File: config.mk
export PLATFORM = sky130hd
export DESIGN_NAME = pmdio_bridge
export DESIGN_NICKNAME = d
export VERILOG_FILES = /design/src/rtl/pmdio_pkg.sv /design/src/rtl/pmdio_settle_timer.sv /design/src/rtl/pmdio_cmd_build.sv /design/src/rtl/pmdio_seq.sv /design/src/rtl/pmdio_bridge.sv
export SDC_FILE = /design/constraint.sdc
export NUM_CORES = 1
export LEC_CHECK = 0
export CORE_AREA = 2 2 120 122
export CTS_BUF_LIST = sky130_fd_sc_hd__clkbuf_8
export CTS_CLUSTER_DIAMETER = 200
export DETAILED_ROUTE_END_ITERATION = 7
export DIE_AREA = 0 0 122 124
export PLACE_DENSITY = 0.77
export RECOVER_POWER = 50
export SETUP_SLACK_MARGIN = 0.4
export SKIP_CTS_REPAIR_TIMING = 1
export SLEW_MARGIN = 0
export SYNTH_ARGS = -nofsm -noshare
export SYNTH_HDL_FRONTEND = slang
export SYNTH_SLANG_ARGS = --single-unit
File: constraint.sdc
create_clock -name clk -period 1.82 [get_ports clk]
set_clock_uncertainty 0.1 [all_clocks]
set_input_delay 0.273 -clock clk [delete_from_list [all_inputs] [get_ports clk]]
set_output_delay 0.273 -clock clk [all_outputs]
set_load 0.05 [all_outputs]
File: src/rtl/pmdio_pkg.sv
package pmdio_pkg;

  localparam logic [4:0] PAGE_PHY      = 5'h18;
  localparam logic [4:0] PAGE_REG      = 5'h00;
  localparam logic [4:0] DATA_PHY_BASE = 5'h10;

  localparam logic [1:0] OP_READ  = 2'd0;
  localparam logic [1:0] OP_WRITE = 2'd1;
  localparam logic [1:0] OP_RMW   = 2'd2;

  typedef enum logic [2:0] {
    S_IDLE, S_PAGE, S_SETTLE, S_RLO, S_RHI, S_WLO, S_WHI, S_DONE
  } seq_state_e;

  // word address: [15:7] page, [6:4] phy select, [3:0] half-word pair index
  function automatic logic [8:0] page_of(input logic [15:0] wa);
    return wa[15:7];
  endfunction

  function automatic logic [4:0] phy_of(input logic [15:0] wa);
    return DATA_PHY_BASE | {2'b00, wa[6:4]};
  endfunction

  function automatic logic [4:0] lo_reg_of(input logic [15:0] wa);
    return {wa[3:0], 1'b0};
  endfunction

  function automatic logic [31:0] merge(input logic [31:0] old_v,
                                        input logic [31:0] mask,
                                        input logic [31:0] new_v);
    return (old_v & ~mask) | new_v;
  endfunction

  function automatic logic is_cmd_state(input seq_state_e s);
    return (s == S_PAGE) || (s == S_RLO) || (s == S_RHI) ||
           (s == S_WLO) || (s == S_WHI);
  endfunction

endpackage

File: src/rtl/pmdio_settle_timer.sv
module pmdio_settle_timer #(
  parameter int CYCLES = 625
) (
  input  logic clk,
  input  logic rst,
  input  logic run,
  output logic expired
);
  localparam int CW = $clog2(CYCLES + 1);
  localparam logic [CW-1:0] LAST = CW'(CYCLES - 1);

  logic [CW-1:0] cnt;

  always_ff @(posedge clk) begin
    if (rst || !run)      cnt <= '0;
    else if (cnt != LAST) cnt <= cnt + 1'b1;
  end

  assign expired = run && (cnt == LAST);
endmodule

File: src/rtl/pmdio_cmd_build.sv
module pmdio_cmd_build
  import pmdio_pkg::*;
(
  input  seq_state_e  st,
  input  logic [15:0] wa,
  input  logic [31:0] acc,
  output logic        cmd_write,
  output logic [4:0]  cmd_phy,
  output logic [4:0]  cmd_reg,
  output logic [15:0] cmd_data
);
  always_comb begin
    cmd_write = 1'b0;
    cmd_phy   = phy_of(wa);
    cmd_reg   = lo_reg_of(wa);
    cmd_data  = 16'h0000;
    unique case (st)
      S_PAGE: begin
        cmd_write = 1'b1;
        cmd_phy   = PAGE_PHY;
        cmd_reg   = PAGE_REG;
        cmd_data  = {7'd0, page_of(wa)};
      end
      S_RHI:  cmd_reg = lo_reg_of(wa) | 5'd1;
      S_WLO: begin
        cmd_write = 1'b1;
        cmd_data  = acc[15:0];
      end
      S_WHI: begin
        cmd_write = 1'b1;
        cmd_reg   = lo_reg_of(wa) | 5'd1;
        cmd_data  = acc[31:16];
      end
      default: ;
    endcase
  end
endmodule

File: src/rtl/pmdio_seq.sv
module pmdio_seq
  import pmdio_pkg::*;
(
  input  logic        clk,
  input  logic        rst,
  input  logic        req_valid,
  input  logic [1:0]  req_op,
  input  logic [15:0] req_addr,
  input  logic [31:0] req_wdata,
  input  logic [31:0] req_mask,
  input  logic        cmd_ready,
  input  logic        rsp_valid,
  input  logic [15:0] rsp_data,
  input  logic        settle_expired,
  output seq_state_e  st,
  output logic [15:0] wa,
  output logic [31:0] acc,
  output logic        cmd_valid
);
  logic [1:0]  op_q;
  logic [31:0] wdata_q, mask_q;
  logic        issued;
  logic        accept, cmd_fire, rsp_take;
  seq_state_e  after_rsp;

  assign cmd_valid = is_cmd_state(st) && !issued;
  assign accept    = (st == S_IDLE) && req_valid;
  assign cmd_fire  = cmd_valid && cmd_ready;
  assign rsp_take  = issued && rsp_valid;

  always_comb begin
    unique case (st)
      S_PAGE:  after_rsp = S_SETTLE;
      S_RLO:   after_rsp = S_RHI;
      S_RHI:   after_rsp = (op_q == OP_RMW) ? S_WLO : S_DONE;
      S_WLO:   after_rsp = S_WHI;
      default: after_rsp = S_DONE;
    endcase
  end

  always_ff @(posedge clk) begin
    if (rst) begin
      st      <= S_IDLE;
      issued  <= 1'b0;
      op_q    <= OP_READ;
      wa      <= '0;
      wdata_q <= '0;
      mask_q  <= '0;
      acc     <= '0;
    end else begin
      if (cmd_fire) issued <= 1'b1;
      unique case (st)
        S_IDLE: if (accept) begin
          op_q    <= req_op;
          wa      <= req_addr;
          wdata_q <= req_wdata;
          mask_q  <= req_mask;
          acc     <= req_wdata;
          st      <= S_PAGE;
        end
        S_SETTLE: if (settle_expired)
          st <= (op_q == OP_WRITE) ? S_WLO : S_RLO;
        S_DONE: st <= S_IDLE;
        default: if (rsp_take) begin
          issued <= 1'b0;
          st     <= after_rsp;
          if (st == S_RLO) acc[15:0] <= rsp_data;
          if (st == S_RHI) begin
            if (op_q == OP_RMW) acc <= merge({rsp_data, acc[15:0]}, mask_q, wdata_q);
            else                acc[31:16] <= rsp_data;
          end
        end
      endcase
    end
  end
endmodule

File: src/rtl/pmdio_bridge.sv
module pmdio_bridge
  import pmdio_pkg::*;
#(
  parameter int CLK_HZ    = 125_000_000,
  parameter int SETTLE_NS = 5000
) (
  input  logic        clk,
  input  logic        rst,
  input  logic        req_valid,
  output logic        req_ready,
  input  logic [1:0]  req_op,
  input  logic [15:0] req_addr,
  input  logic [31:0] req_wdata,
  input  logic [31:0] req_mask,
  output logic        done,
  output logic [31:0] rdata,
  output logic        mdio_cmd_valid,
  input  logic        mdio_cmd_ready,
  output logic        mdio_cmd_write,
  output logic [4:0]  mdio_cmd_phy,
  output logic [4:0]  mdio_cmd_reg,
  output logic [15:0] mdio_cmd_data,
  input  logic        mdio_rsp_valid,
  input  logic [15:0] mdio_rsp_data
);
  localparam longint SETTLE_PROD = longint'(CLK_HZ) * longint'(SETTLE_NS);
  localparam int SETTLE_CYC = int'((SETTLE_PROD + 64'd999_999_999) / 64'd1_000_000_000);

  seq_state_e  st;
  logic [15:0] wa;
  logic [31:0] acc;
  logic        settle_expired;

  pmdio_seq u_seq (
    .clk(clk), .rst(rst),
    .req_valid(req_valid), .req_op(req_op), .req_addr(req_addr),
    .req_wdata(req_wdata), .req_mask(req_mask),
    .cmd_ready(mdio_cmd_ready), .rsp_valid(mdio_rsp_valid), .rsp_data(mdio_rsp_data),
    .settle_expired(settle_expired),
    .st(st), .wa(wa), .acc(acc), .cmd_valid(mdio_cmd_valid)
  );

  pmdio_settle_timer #(.CYCLES(SETTLE_CYC)) u_tmr (
    .clk(clk), .rst(rst), .run(st == S_SETTLE), .expired(settle_expired)
  );

  pmdio_cmd_build u_build (
    .st(st), .wa(wa), .acc(acc),
    .cmd_write(mdio_cmd_write), .cmd_phy(mdio_cmd_phy),
    .cmd_reg(mdio_cmd_reg), .cmd_data(mdio_cmd_data)
  );

  assign req_ready = (st == S_IDLE);
  assign done      = (st == S_DONE);
  assign rdata     = acc;
endmodule

## Yosys cells after proc, flatten, opt, wreduce, memory -nomap -nowiden

Index checks and enable logic that the tools add are counted.
W data, S select, Z words.

- Bits in registers: 128
- Bits in latches: 0
- Memory bits (writable): 0
- Memory bits (read-only): 0
- Input port bits: 103
- Output and inout bits: 62
- Logic and storage cells: 72
- Memories: 0

- Add/subtract/negate cells: 1
- Multiply operators: 0
- Divide/modulo/power cells: 0
- Magnitude comparators: 0
- Equality and inequality tests: 13
- Shifts and indexed selects: 0
- Muxes and demuxes: 21
- Bitwise logic cells: 4
- Reductions and logical operators: 24

Operators with widths:

| operator | count |
|---|---|
| $mux W32 | 3 |
| $pmux W32 S2 | 1 |
| $mux W16 | 3 |
| $pmux W16 S3 | 1 |
| $and A32 B32 Y32 | 1 |
| $not A32 Y32 | 1 |
| $or A32 B32 Y32 | 1 |
| $eq A3 B3 Y1 const B | 4 |
| $mux W3 | 4 |
| $pmux W3 S4 | 1 |
| $add A10 B1 Y10 const B | 1 |
| $eq A10 B10 Y1 const B | 1 |
| $ne A10 B10 Y1 const B | 1 |
| $pmux W5 S2 | 1 |
| $pmux W3 S3 | 1 |
| $eq A3 B2 Y1 const B | 2 |
| $reduce_and A3 Y1 | 2 |
| $reduce_or A3 Y1 | 2 |
| $logic_and A1 B1 Y1 | 5 |
| $logic_or A1 B1 Y1 | 5 |
| $mux W1 | 4 |
| $mux W4 | 1 |
| $reduce_and A4 Y1 | 1 |
| $reduce_bool A2 Y1 | 2 |
| other kinds (12) | 14 |

## Logic depth before layout (Yosys ltp)

Gate-level depths: netlist (run 1).

- Depth after elaboration: 10
- Gate-level depth with buffers: 9

## Modules after synthesis

A second synthesis (run 1) with hierarchy kept.

- Cells, all modules: 791
- Area, all modules: 6427.4 um^2

By module, submodules not included:

| module | instances | cells each | area an instance (um^2) | sequential area each (um^2) |
|---|---|---|---|---|
| pmdio_seq | 1 | 660 | 5342.6 | 2362.3 |
| pmdio_cmd_build | 1 | 72 | 569.3 | 0.0 |
| pmdio_settle_timer | 1 | 56 | 491.7 | 200.2 |
| pmdio_bridge | 1 | 3 | 23.8 | 0.0 |

## Least setup slack after synthesis (run 1)

Ideal clock, no wire load.

- Path type: reg-to-output
- Start point: register u_seq.st[1]
- End point: output mdio_cmd_data[8]
- Arrival: 2308 ps
- Data required time: 1447 ps
- Setup slack: -861 ps
- Cell stages (with the launch flop): 7
- Buffers on the path: 3
- Path through: dfxtp_1 > buf_2 > buf_2 > nor2_1 > buf_2 > nand2_1 > o21ai_0

- Longest elaborated chain between the ends: 2

RTL lines:

| item | RTL line | source |
|---|---|---|
| start, declared | pmdio_seq.sv:15 | `output seq_state_e st,` |
| start signal, assigned | pmdio_seq.sv:62 | `st <= (op_q == OP_WRITE) ? S_WLO : S_RLO;` |
| start signal, assigned | pmdio_seq.sv:66 | `st <= after_rsp;` |
| $eq A3 B3 Y1 / $eq A3 B1 Y1 (equally long branches) | pmdio_cmd_build.sv:17 | `unique case (st)` |
| $pmux W16 S3 (*) | pmdio_cmd_build.sv:17 |  |
| end, declared | pmdio_bridge.sv:22 | `output logic [15:0] mdio_cmd_data,` |

Mark *: on every way between the ends. The rest lies on a longest branch, timed or not.

## Final worst setup path (run 1)

- Start point: register u_seq.st[0]
- End point: output mdio_cmd_data[5]

The elaborated chain is that of the path after synthesis.

==> reports/results.ini, run 1 <==
[power_and_ir_drop]
p_comb_share_pct = 48.2
seq_power_share_pct = 31.4
peakVddDrop_uv = 853
intPower_uw = 7350
p_switching_uw = 5040
powerDensity_nw_per_um2 = 1230
p_sw_share_pct = 40.7
p_leak_uw = 0.00381
clkPwrFrac_pct = 20.4

[timing]
fin_crit_sh_pct = 119
final.setup.tns_ns = -9.52
hold_viol_final = 0
final.min_clock_period_ns = 2.17
rsz0062_at_grt = yes
timing.final.ws_setup_ns = -0.351
slew_viol_final = 0
max_freq_ghz = 0.461
whs_ns = 0.0898
setup_viol = 110

[setup_path]
required_ns = 1.45
critical_path_class = reg -> out
r2r_cells = 7
critPathMaxFanout = 10
crit_path_end_kind = primary output
startpoint_type = flop
critPathArrivalTime_ns = 1.80

[final_layout]
n_antenna_cell = 0
drive_above_1_share_pct = 36.9
fin_cells = 1161
area_delta_synth_final_pct = 63.9
final_nets = 1076

[cts]
path_clk_slew_ns = 0.07
clockBufferDepth = 2
cts_sinks = 128
numCtsBuffers = 17
cts_tree = built
cts-root-buf = clkbuf_8
cts_max_level = 4
clk_latency_ns = 0.46

[floorplan]
floorplan.rows = 43
initial_core_util_pct = 44.8
coreArea_um2 = 13700
die_w_um = 122
die_area_um2 = 15100
chipHeight_um = 124
ios = 165

[synth]
ys_types = 47
yosysSeqAreaShare_pct = 41.7
syn_nets = 873
netlist_area_um2 = 6150
synthArstFlopShare_pct = 0
syn_avg_cell_area_um2 = 8.00
synth_edf_count = 0
ys.flop_type = dfxtp_1
synth-seq-cells = 128
yosysWarnings = 0
netlist_instances = 768

[flow_run]
cap_violations = 0

[status]
status = complete, but fails checks
violations = setup timing

[global_routing]
antenna_found_initial = 1
grt_pass1_vias = 5769
grt_pass1_wl_mm = 29.6
grt_max_degree = 80
grt_use_total_pct = 25.7
grt-ovfl-total = 0

[hold_path]
whs_path_depth = 3
min-delay-path-class = in -> reg

[drt]
routedWlPerCell_um = 21.1
drc_errors = 0
viasPerCell = 5.79
ant_nets = 0
vias = 6723
dr.pass1.iters = 6
totalWireLength_mm = 24.5
drt_iter0_drc = 663

[place]
gp_congestion = 0.852
port_buffers = 163
placed_cells = 1083
dp_hpwl_mm = 13.6

-- metal layers --
metal | part of all wire (%) | GRT usage, % | vias up | wire [um]
li1 | - | - | 3052 | -
met4 | 3.9 | 9.34 | 0 | 962
met1 | 37 | 31.0 | 3161 | 9150
met2 | 48 | 42.1 | 419 | 11700
met5 | 0 | 0 | - | 0
met3 | 11 | 9.16 | 91 | 2640
-- cell usage after synthesis, types with 2 or more instances --
master    number  area [um^2]
clkbuf_1      30          113
nand3_1        5         25.0
and2_1         2         12.5
nand3b_1       2         15.0
buf_4          3         22.5
nand2_1      187          702
buf_2         22          110
nor3_1         2         10.0
a211oi_2       6         75.1
a22oi_2       15          188
nor2_1        49          184
a21o_1         2         15.0
a21oi_1      149          746
a22oi_1        8         60.1
o21ai_0       12         60.1
xnor2_1        5         43.8
nor2b_1       17          106
nand2b_1       3         18.8
a211oi_1      11         82.6
xor2_1         4         35.0
inv_1         19         71.3
nor3_2         2         20.0
buf_6          5         56.3
mux2_2        17          191
dfxtp_1      128         2560
a311oi_2      15          225
a22o_1        17          149
ha_1           2         25.0
and3_1         5         31.3
o21ai_1        7         35.0
-- critical path, stage by stage, from the launching register on --
cell and delay (ns):
dfxtp_4 0.40, buf_6 0.13, nor2b_4 0.05, buf_12 0.14, a22o_1 0.23, a22o_4 0.25, buf_12 0.15
-- cells by family (layout without fill, tap and decap cells) --
family,count (synthesis),count (layout),share of synthesized area [%]
AND/OR/NAND/NOR,280,281,19.1
AO/OA/AOI/OAI,249,249,27.7
flip-flops,128,128,41.7
buffers and inverters,81,293,6.47
multiplexers,18,18,3.28
XOR/XNOR,9,9,1.28
adder cells (fa/ha/maj),2,2,0.407
other,1,1,0.0610
-- path summary, 6_finish.rpt --
check	slack, ns	from	end
max	-0.35	u_seq.st[0]	mdio_cmd_data[5]
min	0.09	rst	u_tmr.cnt[9]
max reg2reg	-0.25	u_seq.st[0]	u_seq.acc[17]
min reg2reg	0.35	u_seq.wdata_q[13]	u_seq.wdata_q[13]
-- power groups by stage --
| stage | sequential [uW] | combinational, uW | clock [uW] |
|---|---|---|---|
| global route | 3940 | 6250 | 2680 |
| finish | 3890 | 5970 | 2530 |
| CTS | 3760 | 4830 | 2550 |
| floorplan | 4340 | 2550 | 0 |
| detailed placement | 3810 | 4810 | 0 |
| global placement | 3800 | 4730 | 0 |
-- per-stage QoR --
stage | cell area, um^2 | setup WS [ns] | util [%] | power [uW]
final | 10100 | -0.351 | 73.4 | 12400
after global routing | 10100 | -0.376 | 73.4 | 12900
after CTS | 8930 | -0.403 | 65.1 | 11100
after detailed placement | 8530 | -0.257 | 62.2 | 8630
after global placement | 8530 | -0.0999 | 62.2 | 8540
after floorplan | 6490 | 0.0289 | - | 6890
-- placed cells by master (no fill, tap or decap), drive strengths merged, types with 19 or more instances in the layout --
cell type | netlist | layout
a21oi | 150 | 150
a22oi | 23 | 23
buf | 31 | 101
clkbuf | 31 | 63
clkdlybuf4s50 | 0 | 101
dfxtp | 128 | 128
inv | 19 | 22
nand2 | 187 | 188
nor2 | 50 | 50
o21ai | 19 | 19
-- flip-flops by register name, indices dropped and copies added (netlist names) --
signal and flops:
u_seq.wdata_q 32, u_seq.acc 32, u_seq.issued 1, u_tmr.cnt 10, u_seq.mask_q 32, u_seq.wa 16
u_seq.op_q 2, u_seq.st 3
-- area by class of cell --
type	count	area [um^2]
multi-input cells	560	3730
repair buffers	245	3000
clock inverters	9	119
flip-flops and latches	128	2660
fillers	947	3650
well taps	180	225
inverters	19	73.8
clock buffers	20	275
(Power assumes the default switching activity.)
==> run 2: changes to the inputs <==
==> constraint.sdc (replaced) <==
create_clock -name clk -period 1.95 [get_ports clk]
set_clock_uncertainty 0.1 [all_clocks]
set_input_delay 0.2925 -clock clk [delete_from_list [all_inputs] [get_ports clk]]
set_output_delay 0.2925 -clock clk [all_outputs]
set_load 0.05 [all_outputs]
==> reports/results.ini, run 2 (same netlist as run 1, synthesis figures left out) <==
[place]
gp_congestion = 0.836
dp_worst_setup_slack_ns = -0.00237
dp_hpwl_mm = 13.3
port_buffers = 163

[global_routing]
grt_pass1_wl_mm = 29.5
grt_max_degree = 106
met1_usage_pct = 31.1
grt.met2_usage_pct = 41.8
grt-ovfl-total = 0
grt.busiest_layer = met2
antenna_found_initial = 0
grt_util_met3_pct = 8.29
grt_pass1_vias = 5719
grt_use_total_pct = 25.3

[floorplan]
coreArea_um2 = 13700
die_w_um = 122
initial_core_util_pct = 44.8
die_area_um2 = 15100
floorplan.rows = 43
chipHeight_um = 124
ios = 165

[timing]
rsz0062_at_grt = yes
slew_viol_final = 0
timing.final.ws_setup_ns = -0.288
setup_viol = 27
fin_crit_sh_pct = 115
final.min_clock_period_ns = 2.24
tightestPinTransition_ns = 0.740
max_freq_ghz = 0.447
hold_viol_final = 0
maxSlewHeadroom_pct = 50.6
whs_ns = 0.0746

[cts]
cts_max_level = 4
cts_tree = built
cts_sinks = 128
cts-root-buf = clkbuf_8
clk_latency_ns = 0.45
clockBufferDepth = 2
path_clk_slew_ns = 0.07
numCtsBuffers = 17

[final_layout]
final_nets = 1063
final_common_cell = dfxtp_1
num-fill-cells = 892
area_delta_synth_final_pct = 70.2
largest_registers = u_seq.acc (32), u_seq.mask_q (32), u_seq.wdata_q (32)
n_antenna_cell = 0
drive_above_1_share_pct = 46.4
layout_common_cells = dfxtp_1, nand2_1, clkdlybuf4s50_1

[drt]
drc_errors = 0
viasPerCell = 5.86
drt_iter0_drc = 555
routedWlPerCell_um = 21.6
ant_nets = 0
totalWireLength_mm = 24.9
dr.pass1.iters = 5
vias = 6748

[setup_path]
critPathMaxStageDelay_ns = 0.37
r2r_cells = 7
crit_path_frequent_cell = buf_12
crit_path_end_kind = primary output
critPathLaunch = u_seq.st[0]
critPathSlowestCell = dfxtp_4
critPathBufInv = 3
critPathArrivalTime_ns = 1.85
startpoint_type = flop
critical_path_class = reg -> out
crit_chain = clkinvlp_4 > nor2_4 > buf_12 > a22o_1 > a22o_4 > buf_12
required_ns = 1.56
crit_family = compound AO/OA/AOI/OAI gates
ff2ff_setup_slack_ns = -0.09
reg2reg_to = u_seq.acc[7]
reg2reg_from = u_seq.st[1]
critPathMaxFanout = 18

[power_and_ir_drop]
powerDensity_nw_per_um2 = 1120
p_leak_uw = 0.00407
peakVddDrop_uv = 758

[hold_path]
hold_end = u_seq.wdata_q[1]
min-delay-path-class = in -> reg
hp-start = rst
whs_path_depth = 2

[flow_run]
cap_violations = 0

[status]
violations = setup timing
status = complete, but fails checks

## run 2: routing by layer
layer	wire, um	share of wire, %
met1	9110	37
met2	12300	49
met3	2570	10
met4	894	3.6
met5	0	0
## run 2: metrics by stage
step / setup TNS (ns) / util (%) / instance area, um^2 / total power [uW] / std cells
after detailed placement: -0.00237 / 62.0 / 8510 / 8020 / 1083
after global placement: 0 / 62.0 / 8510 / 7960 / 1083
final: -5.14 / 76.2 / 10500 / 11700 / 1151
after floorplan: 0 / - / 6490 / 6440 / 768
after CTS: -7.52 / 64.7 / 8870 / 10100 / 1115
after global routing: -6.92 / 76.2 / 10500 / 12200 / 1151
## run 2: worst reg2reg max path: stages (launching register included)
cell	delay [ns]
dfxtp_4	0.36
buf_6	0.13
or3b_1	0.43
nor2_4	0.18
buf_12	0.15
clkbuf_16	0.18
o21ai_1	0.08
a211oi_1	0.32
## run 2: worst max-delay path by stage
stage / endpoint / cells past startpoint
floorplan: mdio_cmd_data[0] / 5
global placement: u_seq.acc[24] / 7
detailed placement: u_seq.acc[27] / 7
CTS: mdio_cmd_data[6] / 6
global route: mdio_cmd_data[8] / 7
finish: mdio_cmd_data[7] / 6
## run 2: cell type report
| type | instances | area, um^2 | share of cell area [%] |
|---|---|---|---|
| Clock buffer | 19 | 262 | 2.50 |
| Clock inverter | 13 | 97.6 | 0.933 |
| Inverter | 19 | 75.1 | 0.718 |
| Multi-Input combinational cell | 559 | 4380 | 41.9 |
| Sequential cell | 128 | 2590 | 24.8 |
| Tap cell | 180 | 225 | 2.15 |
| Timing Repair Buffer | 233 | 2830 | 27.1 |
## run 2: power breakdown
part | leakage, uW | internal (uW) | switching (uW) | total (uW)
logic | 0.00281 | 2540 | 3490 | 6030
registers | 0.00106 | 3100 | 477 | 3580
clock network | 0.000197 | 1050 | 1090 | 2140
total | 0.00407 | 6690 | 5060 | 11700
==> run 3: changes to the inputs <==
--- a/config.mk
+++ b/config.mk
@@ -5,12 +5,16 @@
 export SDC_FILE = /design/constraint.sdc
 export NUM_CORES = 1
 export LEC_CHECK = 0
-export CORE_AREA = 2 2 120 122
+export ABC_AREA = 1
+export ABC_CLOCK_PERIOD_IN_PS = 1950
+export CELL_PAD_IN_SITES_DETAIL_PLACEMENT = 0
+export CELL_PAD_IN_SITES_GLOBAL_PLACEMENT = 1
+export CORE_AREA = 2 2 144 146
 export CTS_BUF_LIST = sky130_fd_sc_hd__clkbuf_8
 export CTS_CLUSTER_DIAMETER = 200
 export DETAILED_ROUTE_END_ITERATION = 7
-export DIE_AREA = 0 0 122 124
-export PLACE_DENSITY = 0.77
+export DIE_AREA = 0 0 146 148
+export PLACE_DENSITY_LB_ADDON = 0.1
 export RECOVER_POWER = 50
 export SETUP_SLACK_MARGIN = 0.4
 export SKIP_CTS_REPAIR_TIMING = 1
==> reports/results.ini, run 3 <==
[status]
status = complete, but fails checks
violations = setup timing

[hold_path]
min-delay-path-class = in -> reg
hold_end = u_seq.issued
whs_path_depth = 3
hp-start = mdio_cmd_ready

[timing]
fin_crit_sh_pct = 113
whs_ns = 0.294
rsz0062_at_grt = yes
tightestPinTransition_ns = 0.658
final.setup.tns_ns = -5.85
maxSlewHeadroom_pct = 56.3
timing.final.ws_setup_ns = -0.247
setup_viol = 75
max_freq_ghz = 0.455
slew_viol_final = 0
final.min_clock_period_ns = 2.20
hold_viol_final = 0

[setup_path]
critPathSlowestCell = dfxtp_4
ff2ff_setup_slack_ns = -0.05
crit_path_frequent_cell = buf_12
r2r_cells = 11
critical_path_class = reg -> out
reg2reg_to = u_seq.acc[17]
crit_path_end_kind = primary output
critPathMaxStageDelay_ns = 0.35
critPathArrivalTime_ns = 1.80
critPathMaxFanout = 6
crit_family = buffers and inverters
reg2reg_from = u_seq.st[0]
crit_chain = buf_4 > nor2_4 > inv_2 > buf_12 > o221ai_4 > buf_12
critPathBufInv = 4
startpoint_type = flop
required_ns = 1.56

[synth]
synthArstFlopShare_pct = 0
yosysWarnings = 0
synth_top_area_share_pct = 42.1
synth_edf_count = 0
yosysSeqAreaShare_pct = 42.1
netlist_instances = 908
ys.flop_type = dfxtp_1
synth_top_area_cell = dfxtp_1
syn_avg_cell_area_um2 = 6.70
synth_area_leaders = dfxtp_1, nand2_1, a21oi_1, o21ai_0, nor2_1
ys_types = 32
netlist_area_um2 = 6080
synth-seq-cells = 128
ys_top_cells_by_count = nand2_1, dfxtp_1, nor2_1, a21oi_1, o21ai_0
syn_nets = 1013
yosysMostFrequentCell = nand2_1

[cts]
cts_tree = built
clockBufferDepth = 2
numCtsBuffers = 17
cts-root-buf = clkbuf_8
clk_latency_ns = 0.45
cts_sinks = 128
cts_max_level = 4
path_clk_slew_ns = 0.08

[place]
gp_congestion = 0.785
placed_cells = 1324
port_buffers = 163
dp_hpwl_mm = 14.9

[power_and_ir_drop]
p_leak_uw = 0.00434
p_sw_share_pct = 47.0
peakVddDrop_uv = 681
seq_power_share_pct = 21.1
intPower_uw = 9860
p_switching_uw = 8750
powerDensity_nw_per_um2 = 1690
total_power_uw = 18600
p_comb_share_pct = 65.5
clkPwrFrac_pct = 13.4

[final_layout]
final_nets = 1241
fin_cells = 1419
drive_above_1_share_pct = 33.9
n_antenna_cell = 0
layout_common_cells = nand2_1, dfxtp_1, clkdlybuf4s50_1
area_delta_synth_final_pct = 81.0
final_common_cell = nand2_1
utilization_pct = 54.9
largest_registers = u_seq.acc (32), u_seq.mask_q (32), u_seq.wdata_q (32)

[flow_run]
cap_violations = 0

[drt]
drt_iter0_drc = 305
routedWlPerCell_um = 18.0
drc_errors = 0
vias = 6794
viasPerCell = 4.79
totalWireLength_mm = 25.5
ant_nets = 0
dr.pass1.iters = 5

[floorplan]
die_area_um2 = 21600
coreArea_um2 = 20000
ios = 165
initial_core_util_pct = 30.3
chipHeight_um = 148
die_w_um = 146
floorplan.rows = 52

[global_routing]
grt_pass1_vias = 5946
grt-ovfl-total = 0
antenna_found_initial = 3
grt_pass1_wl_mm = 32.7
grt_use_total_pct = 19.6
grt_max_degree = 41

-- run 3: cell types whose count changed in the layout (fill, tap and decap cells not counted), sizes merged, moves of 32 or more --
cell,previous run,this run
a21oi,150,111
nor2,50,122
nand2,187,219
inv,20,102
clkbuf,36,68
o21ai,19,107
-- run 3: layout make-up --
cell class	count	area, um^2
clock inverter	11	136
sequential	128	2580
fill	1968	9030
multi-input combinational	625	4110
timing repair buffer	260	3110
tap	270	338
clock buffer	21	289
inverter	104	438
-- run 3: cells by family (layout without fill, tap and decap cells) --
kind of cell | count (synthesis) | count (layout) | share of synthesized area [%]
flops | 128 | 128 | 42.1
other cells | 1 | 1 | 0.0617
xor+xnor | 2 | 2 | 0.288
buf+inv | 156 | 396 | 10.6
fa+ha+maj | 2 | 2 | 0.411
compound gates | 246 | 246 | 21.7
simple gates | 373 | 374 | 24.8
-- run 3: worst min-delay path, cell delays in order --
cell	delay (ns)
clkdlybuf4s50_1	0.39
nand2_1	0.06
a21oi_1	0.05
-- run 3: layer usage --
layer,vias to the layer above,GRT usage (%),part of all wire (%)
met5,-,0,0.11
met4,4,4.81,0.95
met3,23,5.12,5.0
met2,167,32.6,48
met1,3212,25.6,45
li1,3388,-,-
-- run 3: worst max-delay path by stage --
| stage | from | end | slack (ns) | depth (start not counted) |
|---|---|---|---|---|
| after floorplan | u_seq.st[1] | mdio_cmd_data[4] | 0.03 | 6 |
| after global placement | req_valid | u_seq.mask_q[17] | 0.08 | 8 |
| after detailed placement | req_valid | u_seq.wa[15] | 0.07 | 8 |
| after CTS | u_seq.st[2] | mdio_cmd_data[7] | -0.37 | 5 |
| after global routing | u_seq.st[0] | mdio_cmd_data[1] | -0.33 | 7 |
| final | u_seq.st[2] | mdio_cmd_data[1] | -0.25 | 6 |
-- run 3: stage by stage --
step | area, um^2 | setup slack (ns)
final | 11000 | -0.247
after global routing | 11000 | -0.333
after CTS | 9140 | -0.371
after floorplan | 6390 | 0.0285
after global placement | 8710 | 0.0768
after detailed placement | 8710 | 0.0651
-- run 3: power by group through the flow --
stage	clock network [uW]	registers (uW)	logic (uW)
2_1_floorplan	0	4760	4470
3_3_place_gp	0	3980	8250
3_5_place_dp	0	3980	8280
4_1_cts	2550	3920	8310
5_1_grt	2640	4010	13000
6_report	2500	3920	12200
